`src/rtl/scan_sequencer.sv`:
```
module scan_sequencer #(
  parameter int DEPTH   = 16,
  parameter int CLK_MHZ = 10
) (
  input  logic        clk,
  input  logic        rst_n,
  input  logic        wr_en,
  input  logic [15:0] wr_data,
  input  logic        flush,
  input  logic        start,
  input  logic [1:0]  settle_sel,
  input  logic        conv_done,
  output logic [3:0]  int_chan,
  output logic [1:0]  int_gain,
  output logic        diff_sel,
  output logic [3:0]  ext_chan,
  output logic [1:0]  ext_gain,
  output logic        first_mark,
  output logic        conv_start,
  output logic        busy,
  output logic        scan_done,
  output logic        overflow
);
  localparam int CW  = $clog2(DEPTH + 1);
  localparam int PW  = (DEPTH > 1) ? $clog2(DEPTH) : 1;
  localparam int N10 = 10 * CLK_MHZ;
  localparam int N20 = 20 * CLK_MHZ;
  localparam int N40 = 40 * CLK_MHZ;
  localparam int SW  = $clog2(N40 + 1);

  typedef enum logic [2:0] {S_IDLE, S_SEL, S_SETTLE, S_CONV, S_WAIT} st_t;

  st_t             st;
  logic [15:0]     mem [DEPTH];
  logic [CW-1:0]   count;
  logic [PW-1:0]   ptr;
  logic [SW-1:0]   wait_cnt;
  logic [SW-1:0]   settle_len;
  logic [15:0]     cur;

  wire idle    = (st == S_IDLE);
  wire full    = (count == CW'(DEPTH));
  wire flush_ok = idle && flush;
  wire last    = ({1'b0, ptr} == CW'(count - CW'(1)));

  always_comb begin
    case (settle_sel)
      2'd0:    settle_len = SW'(N10);
      2'd1:    settle_len = SW'(N20);
      default: settle_len = SW'(N40);
    endcase
  end

  assign cur        = mem[ptr];
  assign ext_chan   = cur[3:0];
  assign ext_gain   = cur[5:4];
  assign first_mark = cur[7];
  assign diff_sel   = cur[14];
  assign int_chan   = {cur[11] & ~cur[14], cur[10:8]};
  assign int_gain   = cur[13:12];
  assign conv_start = (st == S_CONV);
  assign busy       = !idle;

  always_ff @(posedge clk) begin
    if (idle && wr_en && !flush && !full)
      mem[count[PW-1:0]] <= wr_data;
  end

  always_ff @(posedge clk or negedge rst_n) begin
    if (!rst_n) begin
      st        <= S_IDLE;
      count     <= '0;
      ptr       <= '0;
      wait_cnt  <= '0;
      scan_done <= 1'b0;
      overflow  <= 1'b0;
    end else begin
      case (st)
        S_IDLE: begin
          if (flush) begin
            count     <= '0;
            overflow  <= 1'b0;
            scan_done <= 1'b0;
          end else if (wr_en) begin
            if (full) overflow <= 1'b1;
            else      count    <= count + CW'(1);
          end else if (start && count != '0) begin
            st        <= S_SEL;
            ptr       <= '0;
            scan_done <= 1'b0;
          end
        end
        S_SEL: begin
          st       <= S_SETTLE;
          wait_cnt <= settle_len - SW'(1);
        end
        S_SETTLE: begin
          if (wait_cnt == '0) st <= S_CONV;
          else                wait_cnt <= wait_cnt - SW'(1);
        end
        S_CONV: st <= S_WAIT;
        S_WAIT: begin
          if (conv_done) begin
            if (last) begin
              st        <= S_IDLE;
              ptr       <= '0;
              scan_done <= 1'b1;
            end else begin
              st  <= S_SEL;
              ptr <= ptr + PW'(1);
            end
          end
        end
        default: st <= S_IDLE;
      endcase
    end
  end


  conv_pulse_chk: assert property (@(posedge clk) disable iff (!rst_n)
    conv_start |=> !conv_start);


  overflow_sticky_chk: assert property (@(posedge clk) disable iff (!rst_n)
    (overflow && !flush_ok) |=> overflow);


  diff_chan_chk: assert property (@(posedge clk) disable iff (!rst_n)
    diff_sel |-> !int_chan[3]);


  done_vs_busy_chk: assert property (@(posedge clk) disable iff (!rst_n)
    busy |-> !scan_done);


  start_empty_chk: assert property (@(posedge clk) disable iff (!rst_n)
    (idle && start && !flush && !wr_en && count == '0) |=> !busy);


  flush_busy_chk: assert property (@(posedge clk) disable iff (!rst_n)
    (busy && flush) |=> $stable(count));
endmodule

```
`config.mk`:
```
export PLATFORM = sky130hd
export DESIGN_NAME = scan_sequencer
export DESIGN_NICKNAME = d
export VERILOG_FILES = /design/src/rtl/scan_sequencer.sv
export SDC_FILE = /design/constraint.sdc
export NUM_CORES = 1
export LEC_CHECK = 0
export BUFFER_PORTS_ARGS = -buffer_cell sky130_fd_sc_hd__buf_2
export CORE_MARGIN = 2
export CORE_UTILIZATION = 60
export DETAILED_ROUTE_END_ITERATION = 8
export GPL_TIMING_DRIVEN = 0
export PLACE_DENSITY = 0.84
export SLEW_MARGIN = 30
export SYNTH_ARGS = -nofsm -noshare
export SYNTH_HDL_FRONTEND = slang
export SYNTH_SLANG_ARGS = --single-unit
export TNS_END_PERCENT = 50
```
`constraint.sdc`:
```
create_clock -name clk -period 5.75 [get_ports clk]
set_input_delay 0.8625 -clock clk [delete_from_list [all_inputs] [get_ports clk]]
set_output_delay 0.8625 -clock clk [all_outputs]
set_load 0.02 [all_outputs]
```
==> flow_summary_export.csv <==
group,metric,value,unit
sta,max_slew_margin,31.3,%
cts,htree_levels,1,
worst_setup_path,worstRegToRegCells,6,
cts,clock_path_buffers,3,
synth,ys_warn_count,0,
job,max_cap_violations,0,
worst_setup_path,startpoint_type,"flip-flop",
detailed_routing,drt_wl_total,22.5,mm
die,coreArea,16600,sq um
global_routing,grt_use_total,25.8,%
cts,cts_hold_buf,0,
final_layout,final_area,11500,sq um
sta,tightest_slew,1.03,ns
final_layout,seqCellArea,7300,sq um
cts,clk_latency,0.52,ns
sta,setup_viol,0,
placed_design,post-dp-hpwl,13.3,mm
status,outcome,"finished, final reports clean",
final_layout,antenna_cells,0,
die,fp.dieH,135,um
detailed_routing,ant_nets,0,
final_layout,final_common_cell,"edfxtp_1",
sta,fmax,0.252,GHz
pwr,clockPowerShare,30.7,%
die,num_rows,47,
pwr,p_leak,3.84,nW
pwr,combPwrFrac,25.1,%
detailed_routing,drc,0,
global_routing,grt_pass1_wl,33.7,mm
pwr,p_per_area,417,nW/um^2
final_layout,area_growth,12.5,%
die,num_io_pins,42,
sta,layout_min_cycle_time,3.97,ns
worst_setup_path,rrSetupSlack,2.75,ns
worst_setup_path,cp_max_fo,10,
cts,postCtsSetupBuffers,0,
final_layout,multi_input_area,2740,sq um
cts,cts_tree,"yes",
synth,syn_avg_cell_area,19.4,sq um
global_routing,globalRoute.totalOverflow,0,
synth,ys_ff_latch,247,
synth,ys.flop_type,"edfxtp_1",
worst_setup_path,cp-end-kind,"output pin",
sta,rsz0062_at_grt,"no",
synth,synth.yosys.seq_area_share,71.2,%
worst_setup_path,rr_endpoint,"mem[7][4]$_DFFE_PP_",
placed_design,numPortBuffers,39,
synth,synth_cells,527,
pwr,peakVddDrop,0.260,mV
sta,tns,0,ns
final_layout,drive_gt1_share,24.1,%
detailed_routing,wl_per_cell,27.0,um
synth,ys_types,53,
synth,syn_nets,557,
synth,synth_edf_count,224,
die,die_x,135,um
synth,synth-async-reset-ratio,9.31,%
global_routing,antenna_found_initial,0,
sta,hold_viol,0,
detailed_routing,num_vias,5477,
worst_setup_path,arrival,3.10,ns
cts,cts_num_sinks,247,
die,start_util,61.6,%
global_routing,grt_max_degree,24,
detailed_routing,first_pass_iters,5,
pwr,p_sw_share,29.5,%
die,die-area,18100,sq um
final_layout,final_cell_mix,"edfxtp_1 (224), mux4_2 (46), buf_2 (44)",
synth,netlist_area,10200,sq um
detailed_routing,drt_iter0_drc,700,
pwr,p_switching,1.42,mW
cts,cts_root_buf,"clkbuf_16",
detailed_routing,vias_per_cell,6.57,
placed_design,gp_congestion,0.861,
worst_setup_path,critPathRequiredTime,4.89,ns
worst_hold_path,hp-class,"primary input to async pin",
final_layout,final.fill_count,1017,
sta,drv_slew,0,
pwr,internal_power,3.39,mW
worst_setup_path,crit_type,"flip-flop to output pin",
placed_design,dpl_cell_area,10800,sq um
worst_setup_path,crit-reg2reg-launch,"st[2]$_DFFE_PN0P_",
sta,fin_skew,0.0180,ns
global_routing,grt_pass1_vias,5608,
pwr,finalPower,4.81,mW
pwr,seq_power_share,44.2,%
cts,path_clk_slew,0.06,ns
cts,post_cts_resized,0,
cts,cts-buffers-inserted,24,
final_layout,fin_nets,627,
final_layout,fin_util,69.3,%
sta,fin_crit_sh,69.0,%
per-layer routing:
layer  vias to the layer above  part of all wire [%]  global-route usage [%]
li1                       2313                     -                       -
met1                      2804                    40                    36.6
met2                       319                    51                    42.6
met3                        41                   7.5                    4.32
met4                         0                   2.2                    6.84
met5                         -                     0                       0
worst max-delay path: stages (launching register included):
cell	delay (ns)
dfrtp_1	0.50
buf_2	0.31
buf_1	0.66
mux4_2	0.43
mux4_2	0.51
buf_2	0.18
Yosys cell counts, types with 6 or more instances:
cell | count | area, sq um
a21oi_1 | 10 | 50.1
a22oi_1 | 8 | 60.1
and2_1 | 11 | 68.8
clkbuf_1 | 9 | 33.8
dfrtp_1 | 23 | 576
edfxtp_1 | 224 | 6730
ha_1 | 6 | 75.1
inv_1 | 10 | 37.5
mux4_1 | 24 | 631
mux4_2 | 46 | 1040
nand2_1 | 19 | 71.3
nand2b_1 | 7 | 43.8
nor2_1 | 24 | 90.1
nor3_1 | 10 | 50.1
o21ai_0 | 17 | 85.1
power groups by stage:
stage	Sequential [mW]	Clock [mW]	Combinational, mW
2_1_floorplan	2.13	0	0.839
3_3_place_gp	2.15	0	1.13
3_5_place_dp	2.16	0	1.19
4_1_cts	2.12	1.49	1.21
5_1_grt	2.13	1.55	1.28
6_report	2.12	1.48	1.21
kinds of logic after synthesis:
family,synth area share [%]
AO/OA/AOI/OAI,3.61
flip-flops,71.2
multiplexers,16.4
buffers and inverters,2.20
adder cells (fa/ha/maj),0.732
AND/OR/NAND/NOR,5.25
XOR/XNOR,0.598
metrics by stage:
step	worst slack [ns]	std cells	hold WS [ns]
floorplan	2.65	527	0.470
detailed placement	2.14	791	0.514
global placement	1.36	786	0.497
global route	1.68	834	0.351
finish	1.78	834	0.324
CTS	1.59	834	0.326
registers in the layout, indices dropped and copies added, names as in the netlist:
register / cells
count: 5
mem: 224
overflow: 1
ptr: 4
scan_done: 1
st: 3
wait_cnt: 9
how the worst max path moves through the flow:
stage / start / to / slack (ns) / cells past startpoint
global placement: flush / mem[3][4]$_DFFE_PP_ / 1.36 / 6
detailed placement: ptr[1]$_DFFE_PN0P_ / ext_chan[0] / 2.14 / 5
floorplan: flush / mem[3][0]$_DFFE_PP_ / 2.65 / 5
CTS: ptr[1]$_DFFE_PN0P_ / ext_chan[0] / 1.59 / 5
finish: ptr[1]$_DFFE_PN0P_ / first_mark / 1.78 / 5
global route: ptr[1]$_DFFE_PN0P_ / first_mark / 1.68 / 5
layout make-up:
| cell class | instances | share of cell area [%] |
|---|---|---|
| sequential | 247 | 63.4 |
| multi-input combinational | 243 | 23.8 |
| clock buffer | 29 | 5.56 |
| tap | 220 | 2.39 |
| timing repair buffer | 44 | 2.12 |
| buffer | 25 | 1.57 |
| clock inverter | 14 | 0.825 |
| inverter | 12 | 0.391 |
(Power assumes the default switching activity.)
